**config.mk**
```make
export PLATFORM = sky130hd
export DESIGN_NAME = keyed_wdog
export DESIGN_NICKNAME = d
export VERILOG_FILES = /design/src/rtl/kwd_pkg.sv /design/src/rtl/kwd_regs.sv /design/src/rtl/kwd_counter.sv /design/src/rtl/kwd_cause.sv /design/src/rtl/keyed_wdog.sv
export SDC_FILE = /design/constraint.sdc
export NUM_CORES = 1
export LEC_CHECK = 0
export BUFFER_PORTS_ARGS = -buffer_cell sky130_fd_sc_hd__buf_4
export CELL_PAD_IN_SITES_DETAIL_PLACEMENT = 1
export CELL_PAD_IN_SITES_GLOBAL_PLACEMENT = 2
export CORE_MARGIN = 2
export CORE_UTILIZATION = 30
export CTS_BUF_LIST = sky130_fd_sc_hd__clkbuf_16
export CTS_CLUSTER_DIAMETER = 120
export DETAILED_ROUTE_END_ITERATION = 6
export PLACE_DENSITY_LB_ADDON = 0.1
export SLEW_MARGIN = 20
export SYNTH_ARGS = -nofsm -noshare
export SYNTH_HDL_FRONTEND = slang
export SYNTH_HIERARCHICAL = 1
export SYNTH_SLANG_ARGS = --single-unit
```
**constraint.sdc**
```tcl
create_clock -name clk -period 2.1 [get_ports clk]
set_input_delay 0.315 -clock clk [delete_from_list [all_inputs] [get_ports clk]]
set_output_delay 0.315 -clock clk [all_outputs]
set_load 0.01 [all_outputs]
```
**src/rtl/kwd_pkg.sv**
```systemverilog
package kwd_pkg;

    localparam int PSEL_W = 2;
    localparam int PSEL_N = 1 << PSEL_W;

    localparam logic [7:0] KEY_READ_VAL = 8'h9A;
    localparam logic [7:0] KEY_SERVICE  = 8'hAC;

    typedef enum logic [1:0] {
        SEL_KEY   = 2'd0,
        SEL_MODE  = 2'd1,
        SEL_CAUSE = 2'd2,
        SEL_NONE  = 2'd3
    } reg_sel_e;

    typedef struct packed {
        logic              halt;
        logic [4:0]        spare;
        logic [PSEL_W-1:0] psel;
    } mode_t;

    localparam mode_t MODE_INIT = '{halt: 1'b0, spare: 5'd0, psel: 2'd3};

    typedef struct packed {
        logic mode_rewrite;
        logic bit_access;
        logic bad_key;
        logic overflow;
    } cause_t;

    localparam int CAUSE_W = $bits(cause_t);

    function automatic logic [7:0] cause_byte(input cause_t c);
        return {{(8 - CAUSE_W){1'b0}}, c};
    endfunction

endpackage

```
**src/rtl/kwd_regs.sv**
```systemverilog
module kwd_regs
    import kwd_pkg::*;
(
    input  logic        clk,
    input  logic        rst,
    input  logic        bus_wr,
    input  logic        bus_rd,
    input  logic [1:0]  bus_addr,
    input  logic [7:0]  bus_wdata,
    input  logic        bus_bit,
    input  cause_t      cause,
    output mode_t       mode,
    output logic [7:0]  rdata,
    output logic        key_ok,
    output logic        key_bad,
    output logic        key_bit,
    output logic        mode_again
);

    reg_sel_e sel;
    logic     written;
    logic     key_hit;
    logic     mode_hit;

    assign sel      = reg_sel_e'(bus_addr);
    assign key_hit  = (sel == SEL_KEY);
    assign mode_hit = (sel == SEL_MODE);

    // Mode register: only the first write after reset is taken
    always_ff @(posedge clk) begin
        if (rst) begin
            mode    <= MODE_INIT;
            written <= 1'b0;
        end else if (bus_wr && mode_hit && !written) begin
            mode    <= mode_t'(bus_wdata);
            written <= 1'b1;
        end
    end

    // Key register events, decoded from the current bus cycle
    always_comb begin
        key_ok     = bus_wr && key_hit && !bus_bit && (bus_wdata == KEY_SERVICE);
        key_bad    = bus_wr && key_hit && !bus_bit && (bus_wdata != KEY_SERVICE);
        key_bit    = (bus_wr || bus_rd) && key_hit && bus_bit;
        mode_again = bus_wr && mode_hit && written;
    end

    // Readback: the key register never shows what was written
    always_comb begin
        unique case (sel)
            SEL_KEY:   rdata = KEY_READ_VAL;
            SEL_MODE:  rdata = mode;
            SEL_CAUSE: rdata = cause_byte(cause);
            default:   rdata = 8'h00;
        endcase
    end

endmodule

```
**src/rtl/kwd_counter.sv**
```systemverilog
module kwd_counter
    import kwd_pkg::*;
#(
    parameter int CNT_W = 16
) (
    input  logic              clk,
    input  logic              rst,
    input  logic              run,
    input  logic              clear,
    input  logic [PSEL_W-1:0] psel,
    output logic              ovf
);

    logic [CNT_W-1:0] cnt;
    logic [CNT_W-1:0] last_tbl [PSEL_N];

    // Terminal count for each period select: all ones, shortened
    for (genvar g = 0; g < PSEL_N; g++) begin : g_last
        assign last_tbl[g] = {CNT_W{1'b1}} >> (PSEL_N - 1 - g);
    end

    assign ovf = run && !clear && (cnt == last_tbl[psel]);

    always_ff @(posedge clk) begin
        if (rst || clear) begin
            cnt <= '0;
        end else if (run) begin
            cnt <= ovf ? '0 : cnt + 1'b1;
        end
    end

endmodule

```
**src/rtl/kwd_cause.sv**
```systemverilog
module kwd_cause
    import kwd_pkg::*;
(
    input  logic   clk,
    input  logic   rst,
    input  logic   por,
    input  logic   defer,
    input  cause_t ev,
    output logic   req,
    output cause_t cause
);

    cause_t pend;
    cause_t due;

    assign due = pend | ev;

    // Causes wait in pend while the source clock is stopped
    always_ff @(posedge clk) begin
        if (rst || por) begin
            pend <= '0;
            req  <= 1'b0;
        end else if (defer) begin
            pend <= due;
            req  <= 1'b0;
        end else begin
            pend <= '0;
            req  <= |due;
        end
    end

    // Sticky record, cleared only by power-on reset
    always_ff @(posedge clk) begin
        if (por) begin
            cause <= '0;
        end else if (!rst && !defer) begin
            cause <= cause | due;
        end
    end

endmodule

```
**src/rtl/keyed_wdog.sv**
```systemverilog
module keyed_wdog
    import kwd_pkg::*;
#(
    parameter int CNT_W = 16
) (
    input  logic       clk,
    input  logic       rst,
    input  logic       por,
    input  logic       cfg_stoppable,
    input  logic       src_run,
    input  logic       src_tick,
    input  logic       bus_wr,
    input  logic       bus_rd,
    input  logic [1:0] bus_addr,
    input  logic [7:0] bus_wdata,
    input  logic       bus_bit,
    output logic [7:0] bus_rdata,
    output logic       wdt_rst_req
);

    logic   sys_rst;
    mode_t  mode;
    cause_t cause_flags;
    cause_t ev;
    logic   key_ok, key_bad, key_bit, mode_again;
    logic   halted, src_gone, run, ovf;

    assign sys_rst  = rst || por;
    assign halted   = cfg_stoppable && mode.halt;
    assign src_gone = cfg_stoppable && !src_run;
    assign run      = src_tick && !halted && !src_gone;

    kwd_regs u_regs (
        .clk        (clk),
        .rst        (sys_rst),
        .bus_wr     (bus_wr),
        .bus_rd     (bus_rd),
        .bus_addr   (bus_addr),
        .bus_wdata  (bus_wdata),
        .bus_bit    (bus_bit),
        .cause      (cause_flags),
        .mode       (mode),
        .rdata      (bus_rdata),
        .key_ok     (key_ok),
        .key_bad    (key_bad),
        .key_bit    (key_bit),
        .mode_again (mode_again)
    );

    kwd_counter #(.CNT_W(CNT_W)) u_cnt (
        .clk   (clk),
        .rst   (sys_rst),
        .run   (run),
        .clear (key_ok),
        .psel  (mode.psel),
        .ovf   (ovf)
    );

    always_comb begin
        ev.overflow     = ovf;
        ev.bad_key      = key_bad && !halted;
        ev.bit_access   = key_bit && !halted;
        ev.mode_rewrite = mode_again;
    end

    kwd_cause u_cause (
        .clk   (clk),
        .rst   (rst),
        .por   (por),
        .defer (src_gone),
        .ev    (ev),
        .req   (wdt_rst_req),
        .cause (cause_flags)
    );

endmodule

```
==> results.ini, run 1 <==
[run_status]
outcome=finished, final reports clean

[timing]
rsz0062_at_grt=yes
maxSlewHeadroom_pct=51.97
finalMaxSlewViolations=0
setup_violations=0
finalCritPeriodShare_pct=96.34
layout_setup_ws_ns=0.07678
fmax_mhz=494.3
period_needed_ns=2.023
hold_viol_final=0
skew_ns=0.001915
worstMarginPinSlew_ns=0.7129

[logic_synthesis]
synth_mux_area_share_pct=5.248
synth_commonest_cells=34 x dfxtp_1, 22 x nor2_1, 15 x nand2b_1
ys_seq_area_share_pct=39.65
syn-num-nets=217
synth_cells=197
avgSynthCellArea_um2=8.714
synth_xor_area_share_pct=7.143
synth-compound-area-share_pct=9.402
synth_edf_count=0
async_flop_share_pct=0
synth_top_area_share_pct=39.65
ys_types=44
yosysMostFrequentCell=dfxtp_1
synth_top_cell_by_area=dfxtp_1
synth_top_family_by_area=simple AND/OR/NAND/NOR gates
synth_area_leaders=dfxtp_1 40%, nand2b_1 5.5%, mux2i_1 5.2%, nor2_1 4.8%, nor3_1 4.1%
syn_area_mm2=0.001717
synth_simple_gate_area_share_pct=33.75
synth_adder_area_share_pct=0.7289
synth_ff_type=dfxtp_1
ys_warn_count=6
ys_ff_latch=34

[critical_path]
reg2reg_depth=8
end_kind=register
worstPathArrival_ns=2.23
cpPeakStageDelay_ns=0.59
critPathKind=reg2reg
critPathLaunchType=register
timing.rr.start=u_regs/mode[7]
path_cells=nand2b_4 > a21boi_2 > buf_4 > nand4_4 > or4_4 > buf_6 > or3_4 > a21oi_2
worst-path-buf-inv=2
crit_slowest_cell=or4_4
crit_fanout=3
crit_family=simple AND/OR/NAND/NOR gates
r2r_end=u_cnt/cnt[12]
critPathRequiredTime_ns=2.31
r2r_slack_ns=0.08

[placed_design]
port_buffers=27
globalplace.congestion=0.8067
place_inst=299
pre_cts_slack_ns=-0.04850
hpwl_um=3578

[final_layout]
final_net_count=255
syn_to_final_growth_pct=30.69
drive_above_1_share_pct=25.00
diodes=0
final_cells=308
nFillCells=654

[global_route]
grt_usage_pct=16.16
antenna_found_initial=0
grt_pass1_vias=1647
grt_max_degree=19
grt_pass1_wl_um=7893
grt_overflow_total=0

[job]
cap_violations=0

[floorplan]
ios=28
initial_core_util_pct=31.17
die_w_um=79.65
die_h_um=79.65
rows=27
die_area_mm2=0.006343
core_area_mm2=0.005507

[worst_hold_path]
hold_start=por
whs_endpoint=u_cause/cause[2]
hold_class=in2reg
hold_path_depth=2

[clocking]
cts_root_buffer=clkbuf_16
clk_pin_slew_worst_paths_ns=0.05
hold_buffers=0
cts.sinks=34
cts_tree=done
cts_made_buffers=5
clock_path_buffers=2
clk_latency_ns=0.27
htreeDepth=2

[routing]
vias=1550
finalWirelength_um=4717
ant_nets=0
drt_first_pass_iters=4
via_per_inst=5.032
routedWlPerCell_um=15.31
drc=0
drtIter0Drc=39

[power]
ir_drop_mv=0.3236
power.leakage_nw=0.7877
power_mw=1.453
power_density_mw_per_mm2=647.6

==> how the worst max path moves through the flow <==
stage,slack [ns],startpoint,to,cells past startpoint
floorplan,0.003,u_regs/mode[7],u_cause/cause[0],8
global placement,0.007,src_run,u_cause/req,9
detailed placement,-0.05,src_run,u_cause/req,9
CTS,0.03,u_regs/mode[7],u_cnt/cnt[12],8
global route,-0.007,u_regs/mode[7],u_cnt/cnt[5],9
finish,0.08,u_regs/mode[7],u_cnt/cnt[12],8
==> cell families (layout without fill, tap and decap cells) <==
| kind of cell | Yosys count | in the layout |
|---|---|---|
| AO/OA/AOI/OAI | 26 | 26 |
| XOR/XNOR | 14 | 14 |
| adder cells (fa/ha/maj) | 1 | 1 |
| buffers and inverters | 16 | 55 |
| flip-flops | 34 | 34 |
| multiplexers | 9 | 9 |
| AND/OR/NAND/NOR | 97 | 97 |
==> cell type report <==
class	count	area, µm²	share of cell area (%)
inverter	9	33.78	1.506
sequential	34	681.9	30.40
multi-input combinational	147	1007	44.90
tap	72	90.09	4.016
clock buffer	5	125.1	5.577
clock inverter	3	12.51	0.5577
timing repair buffer	38	292.8	13.05
==> report_power, final <==
group	switching (mW)	internal, mW
clock	0.249	0.428
combinational	0.0582	0.0627
sequential	0.00370	0.651
==> cell usage in the layout, fill, tap and decap left out, types with 2 or more instances in the layout <==
master / netlist / routed
a21oi_2: 1 / 2
or2_2: 2 / 2
nand4_1: 5 / 5
buf_6: 1 / 2
xnor2_1: 8 / 8
xor2_1: 6 / 6
clkbuf_16: 0 / 5
buf_4: 0 / 36
nand2_1: 6 / 6
and2_1: 2 / 2
dfxtp_1: 34 / 33
mux2i_1: 9 / 9
nand3_1: 3 / 3
o21ai_0: 6 / 5
nor3_1: 14 / 14
nor2b_1: 5 / 5
a21oi_1: 10 / 9
inv_1: 9 / 10
a22o_1: 2 / 2
nor4_1: 5 / 5
a21boi_0: 2 / 2
nor2_1: 22 / 21
nand2b_1: 15 / 14
or4bb_1: 2 / 2
and4_1: 2 / 2
==> metal layers <==
metal / wire (µm) / GRT usage (%) / vias to the layer above
li1: - / - / 767
met1: 1909 / 17.61 / 751
met2: 2601 / 31.26 / 26
met3: 142 / 3.281 / 6
met4: 63 / 4.310 / 0
met5: 0 / 0 / -
==> flip-flops by register name, indices dropped and copies added, names as in the netlist <==
name,cells
u_cause/cause,4
u_cnt/cnt,16
u_cause/req,1
u_regs/mode,8
u_regs/written,1
u_cause/pend,4
==> metrics by stage <==
step	hold WS [ns]	utilization [%]	cell area (µm²)	TNS [ns]
2_1_floorplan	0.3841	-	1723	0
3_3_place_gp	0.4494	37.31	2054	0
3_5_place_dp	0.4540	37.31	2054	-0.09003
4_1_cts	0.2551	40.10	2208	0
5_1_grt	0.2587	40.74	2243	-0.03076
6_report	0.2588	40.74	2243	0
==> repair_timing <==
item,CTS,global route
pin swaps,1,7
setup endpoints to repair,2,14
gates resized for setup,3,7
buffers inserted,0,1
hold endpoints to repair,0,0
(Power assumes the default switching activity.)
==> run 2: changes to the inputs <==
Settings changed: BUFFER_PORTS_ARGS -buffer_cell sky130_fd_sc_hd__buf_4 to -buffer_cell sky130_fd_sc_hd__buf_2.
==> run 2 against run 1 <==
Compared with the run above:
- die area unchanged
- flip-flop and latch count unchanged
- critical endpoint unchanged
- core utilization about the same
- total power up 19%
- design area up 0.11%
- combinational power down 9.9%
- maximum frequency up 1.0%
- clock power up 42%
- register-to-register slack better by 0.02 ns
- sequential share of layout area about the same
- critical path type unchanged
- cell count up 0.97%
==> results.ini, run 2 (synthesis results as in run 1) <==
[run_status]
outcome=finished, final reports clean  ; unchanged

[routing]
vias=1551  ; was 1,550
via_per_inst=4.987  ; was 5.032
drt_first_pass_iters=4  ; unchanged
drc=0  ; unchanged
drtIter0Drc=41  ; was 39
routedWlPerCell_um=14.32  ; was 15.31 µm
finalWirelength_um=4455  ; was 4717 µm
ant_nets=0  ; unchanged

[job]
cap_violations=0  ; unchanged

[placed_design]
hpwl_um=3483  ; was 3578 µm
port_buffers=27  ; unchanged
place_inst=302  ; was 299
globalplace.congestion=0.7828  ; was 0.8067

[global_route]
grt_max_degree=19  ; unchanged
grt_usage_pct=15.43  ; was 16.16%
grt_pass1_vias=1619  ; was 1,647
grt_overflow_total=0  ; unchanged
grt_pass1_wl_um=7679  ; was 7893 µm
antenna_found_initial=0  ; unchanged

[timing]
finalMaxSlewViolations=0  ; unchanged
hold_viol_final=0  ; unchanged
setup_violations=0  ; unchanged
skew_ns=0.005238  ; was 0.001915 ns
tns_ns=0  ; unchanged
worstMarginPinSlew_ns=0.6728  ; was 0.7129 ns
fmax_mhz=499.3  ; was 494.3 MHz
period_needed_ns=2.003  ; was 2.023 ns
maxSlewHeadroom_pct=54.67  ; was 51.97%
finalCritPeriodShare_pct=95.37  ; was 96.34%
rsz0062_at_grt=yes  ; unchanged

[power]
clkPwrFrac_pct=55.7  ; was 46.6%
power.internal_mw=1.385  ; was 1.142 mW
p_sw_mw=0.3373  ; was 0.3112 mW
power_frac_seq_pct=38.0  ; was 45.1%
power.leakage_nw=0.8050  ; was 0.7877 nW
swShare_pct=19.59  ; was 21.42%
combPwrFrac_pct=6.4  ; was 8.3%
ir_drop_mv=0.3800  ; was 0.3236 mV
power_density_mw_per_mm2=766.7  ; was 647.6 mW/mm²

[final_layout]
syn_to_final_growth_pct=30.83  ; was 30.69%
diodes=0  ; unchanged
regMostFlops=u_cnt/cnt  ; unchanged
top_regs=u_cnt/cnt (16), u_regs/mode (8)  ; unchanged
nFillCells=657  ; was 654
final_net_count=258  ; was 255
final_cells=311  ; was 308
drive_above_1_share_pct=25.94  ; was 25.00%
final_cell_mix=33 x dfxtp_1, 27 x buf_2, 21 x nor2_1  ; was 36 x buf_4, 33 x dfxtp_1, 21 x nor2_1
largest_register_ffs=16  ; unchanged
layout_commonest_cell=dfxtp_1  ; was buf_4

[critical_path]
end_kind=register  ; unchanged
critPathKind=reg2reg  ; unchanged
critPathLaunchType=register  ; unchanged
crit_fanout=3  ; unchanged
critPathRequiredTime_ns=2.30  ; was 2.31 ns
worstPathArrival_ns=2.21  ; was 2.23 ns

[floorplan]
die_h_um=79.65  ; unchanged
core_area_mm2=0.005507  ; unchanged
die_w_um=79.65  ; unchanged
initial_core_util_pct=31.17  ; unchanged
rows=27  ; unchanged
die_area_mm2=0.006343  ; unchanged
ios=28  ; unchanged

[clocking]
hold_buffers=0  ; unchanged
clk_pin_slew_worst_paths_ns=0.06  ; was 0.05 ns
cts_tree=done  ; unchanged
cts.sinks=34  ; unchanged
clock_path_buffers=2  ; unchanged
cts_root_buffer=clkbuf_16  ; unchanged
clk_latency_ns=0.27  ; about the same
htreeDepth=2  ; unchanged
cts_made_buffers=5  ; unchanged

[worst_hold_path]
hold_class=in2reg  ; unchanged

[run 2: cell types whose count changed in the layout (fill, tap and decap cells not counted), sizes merged]
cell,delta
buf,+3
bufinv,+2
inv,-1
clkinv,-1
[run 2: power by group through the flow]
stage / sequential [mW] / clock [mW] / combinational, mW
floorplan: 0.668 / 0 / 0.0604
global placement: 0.668 / 0 / 0.105
detailed placement: 0.668 / 0 / 0.108
CTS: 0.654 / 0.980 / 0.109
finish: 0.654 / 0.958 / 0.109
global route: 0.654 / 1.01 / 0.121
[run 2: final cells by class]
| cell class | instances | area (µm²) | area share [%] |
|---|---|---|---|
| Clock inverter | 3 | 68.82 | 3.064 |
| Tap cell | 72 | 90.09 | 4.011 |
| Inverter | 9 | 33.78 | 1.504 |
| Multi-Input combinational cell | 147 | 998.5 | 44.46 |
| Timing Repair Buffer | 41 | 247.7 | 11.03 |
| Sequential cell | 34 | 681.9 | 30.36 |
| Clock buffer | 5 | 125.1 | 5.571 |
[run 2: repair_timing]
item | CTS | global route
pin swaps | 0 | 5
buffers inserted | 0 | 1
hold endpoints to repair | 0 | 0
setup endpoints to repair | 2 | 14
resized for setup | 1 | 6
[run 2: layer usage]
| layer | track usage, % | wire length, µm | vias to the layer above | part of all wire (%) |
|---|---|---|---|---|
| met5 | 0 | 0 | - | 0 |
| met4 | 3.621 | 40 | 0 | 0.90 |
| met3 | 2.941 | 134 | 5 | 3.0 |
| met2 | 27.90 | 2307 | 20 | 52 |
| met1 | 18.74 | 1973 | 753 | 44 |
| li1 | - | - | 773 | - |
[run 2: critical path: stages (launching register included)]
cell,delay (ns)
dfxtp_2,0.32
nand2b_4,0.13
a21boi_2,0.14
buf_4,0.14
nand4_4,0.07
or4_4,0.58
buf_6,0.14
or3_1,0.29
a21oi_1,0.12
[run 2: path summary, 6_finish.rpt]
check             depth (start not counted)  slack (ns)          endpoint             start
setup reg to reg                          8         0.1     u_cnt/cnt[12]    u_regs/mode[7]
hold reg to reg                           2        0.45  u_cause/cause[1]  u_cause/cause[1]
hold / removal                            2        0.29  u_cause/cause[3]               por
setup / recovery                          8         0.1     u_cnt/cnt[12]    u_regs/mode[7]
[run 2: metrics by stage]
step           total power [mW]  setup slack, ns  hold slack, ns  area [µm²]  util, %
2_1_floorplan            0.7285         0.002950          0.3841        1723        -
4_1_cts                   1.743         0.007420          0.2847        2216    40.24
3_5_place_dp             0.7765         -0.08055          0.4551        2009    36.49
6_report                  1.722          0.09731          0.2914        2246    40.79
3_3_place_gp             0.7726        0.0008304          0.4522        2009    36.49
5_1_grt                   1.783         -0.02641          0.2962        2246    40.79
==> run 3: changes to the inputs <==
--- a/config.mk
+++ b/config.mk
@@ -14,4 +14,5 @@
 export CTS_CLUSTER_DIAMETER = 120
+export CTS_CLUSTER_SIZE = 14
 export DETAILED_ROUTE_END_ITERATION = 6
-export PLACE_DENSITY_LB_ADDON = 0.1
+export PLACE_DENSITY = 0.85
 export SLEW_MARGIN = 20
--- a/constraint.sdc
+++ b/constraint.sdc
@@ -3,2 +3,2 @@
 set_output_delay 0.315 -clock clk [all_outputs]
-set_load 0.01 [all_outputs]
+set_load 0.005 [all_outputs]
==> run 3 against run 2 <==
Compared with the run above:
- clock skew increased by 0.0027 ns
- via count is 1.2% lower
- flip-flop and latch count unchanged
- wire length decreased by 0.61%
- design area shrank 3.3%
- global-route usage decreased by 0.51 points
- worst hold slack gained 0.0036 ns
- sequential power barely moved
- worst setup slack lost 0.040 ns
- critical path type unchanged
- largest cell class unchanged
- largest power group unchanged
- highest routed layer unchanged
==> results.ini, run 3 (synthesis results as in run 1) <==
[timing]
finalCritPeriodShare_pct=97.25  ; was 95.37%
period_needed_ns=2.042  ; was 2.003 ns
skew_ns=0.007977  ; was 0.005238 ns
holdWs_ns=0.2950  ; was 0.2914 ns
rsz0062_at_grt=yes  ; unchanged
finalMaxSlewViolations=0  ; unchanged
hold_viol_final=0  ; unchanged
maxSlewHeadroom_pct=60.90  ; was 54.67%
worstMarginPinSlew_ns=0.5804  ; was 0.6728 ns
setup_violations=0  ; unchanged
fmax_mhz=489.7  ; was 499.3 MHz
layout_setup_ws_ns=0.05780  ; was 0.09731 ns

[routing]
drc=0  ; unchanged
ant_nets=0  ; unchanged
routedWlPerCell_um=14.28  ; was 14.32 µm
drt_first_pass_iters=4  ; unchanged
via_per_inst=4.942  ; was 4.987
vias=1532  ; was 1,551
drtIter0Drc=39  ; was 41
finalWirelength_um=4428  ; was 4455 µm

[final_layout]
syn_to_final_growth_pct=26.46  ; was 30.83%
final_cells=310  ; was 311
drive_above_1_share_pct=23.95  ; was 25.94%
top_regs=u_cnt/cnt (16), u_regs/mode (8)  ; unchanged
final_cell_mix=34 x dfxtp_1, 27 x buf_2, 22 x nor2_1  ; was 33 x dfxtp_1, 27 x buf_2, 21 x nor2_1
diodes=0  ; unchanged
largest_register_ffs=16  ; unchanged
final_net_count=257  ; was 258
fin_area_mm2=0.002171  ; was 0.002246 mm²
regMostFlops=u_cnt/cnt  ; unchanged
layout_commonest_cell=dfxtp_1  ; unchanged

[placed_design]
place_inst=302  ; unchanged
pre_cts_slack_ns=-0.03551  ; was -0.08055 ns
port_buffers=27  ; unchanged
hpwl_um=3343  ; was 3483 µm
globalplace.congestion=0.7361  ; was 0.7828
place_area_mm2=0.002009  ; unchanged

[critical_path]
critPathRequiredTime_ns=2.31  ; was 2.30 ns
path_cells=nand2b_1 > a21boi_2 > buf_4 > nand4_4 > or4_4 > buf_4 > or3_1 > a21oi_1  ; was nand2b_4 > a21boi_2 > buf_4 > nand4_4 > or4_4 > buf_6 > or3_1 > a21oi_1
critPathKind=reg2reg  ; unchanged
end_kind=register  ; unchanged
cpPeakStageDelay_ns=0.52  ; was 0.58 ns
critPathLaunchType=register  ; unchanged
crit_fanout=3  ; unchanged
cpMostUsedCell=buf_4
crit_slowest_cell=or4_4  ; unchanged
worstPathArrival_ns=2.25  ; was 2.21 ns

[clocking]
hold_buffers=0  ; unchanged
post_cts_buffers=0  ; unchanged
clock_path_buffers=2  ; unchanged
clk_latency_ns=0.28  ; was 0.27 ns
clk_pin_slew_worst_paths_ns=0.06  ; about the same
cts_root_buffer=clkbuf_16  ; unchanged
cts.sinks=34  ; unchanged
cts_tree=done  ; unchanged
cts_made_buffers=5  ; unchanged
htreeDepth=2  ; unchanged
cts_resized=0  ; was 1

[global_route]
grt_usage_pct=14.91  ; was 15.43%
grt_max_degree=19  ; unchanged
grt_pass1_wl_um=7389  ; was 7679 µm
antenna_found_initial=0  ; unchanged
grt_overflow_total=0  ; unchanged
grt_pass1_vias=1632  ; was 1,619

[floorplan]
ios=28  ; unchanged
initial_core_util_pct=31.17  ; unchanged
die_area_mm2=0.006343  ; unchanged
die_w_um=79.65  ; unchanged
rows=27  ; unchanged
die_h_um=79.65  ; unchanged
core_area_mm2=0.005507  ; unchanged

[job]
cap_violations=0  ; unchanged

[run_status]
outcome=finished, final reports clean  ; unchanged

[power]
ir_drop_mv=0.3972  ; was 0.3800 mV
power.leakage_nw=0.7696  ; was 0.8050 nW
power_mw=1.472  ; was 1.722 mW
power_density_mw_per_mm2=678.1  ; was 766.7 mW/mm²

[worst_hold_path]
hold_class=in2reg  ; unchanged

[run 3: worst max-delay path, delay by kind of cell (launching register included)]
family	cells	cell delay [ns]
buffers and inverters	2	0.31
DFF	1	0.31
AOI/OAI and AO/OA	2	0.27
and+or+nand+nor	4	1.08
[run 3: cell type report]
class	count	area, µm²
timing repair buffer	40	236.5
clock buffer	5	125.1
sequential	34	680.7
fill	665	3336
multi-input combinational	147	988.4
clock inverter	3	16.27
inverter	9	33.78
tap	72	90.09
[run 3: worst paths after layout]
| kind | start | to | slack [ns] | cells after the start |
|---|---|---|---|---|
| max | u_regs/mode[7] | u_cnt/cnt[12] | 0.06 | 8 |
| max reg2reg | u_regs/mode[7] | u_cnt/cnt[12] | 0.06 | 8 |
| min reg2reg | u_cause/cause[1] | u_cause/cause[1] | 0.45 | 2 |
| min | por | u_cause/cause[0] | 0.30 | 2 |
[run 3: metal layers]
layer | routed length [µm] | track usage [%] | part of all wire [%]
met3 | 119 | 2.941 | 2.7
met2 | 2239 | 25.71 | 51
met4 | 42 | 5.172 | 0.95
met1 | 2027 | 18.41 | 46
met5 | 0 | 0 | 0
[run 3: per-stage QoR]
step | setup TNS (ns) | util, %
2_1_floorplan | 0 | -
3_3_place_gp | 0 | 36.49
3_5_place_dp | -0.09354 | 36.49
4_1_cts | 0 | 39.06
5_1_grt | -0.06258 | 39.42
6_report | 0 | 39.42
[run 3: where the power goes]
part / switching [mW] / internal (mW) / leakage [nW] / total [mW]
registers: 0.00363 / 0.651 / 0.274 / 0.654
logic: 0.0537 / 0.0512 / 0.428 / 0.105
clock network: 0.280 / 0.433 / 0.0672 / 0.713
total: 0.338 / 1.13 / 0.770 / 1.47
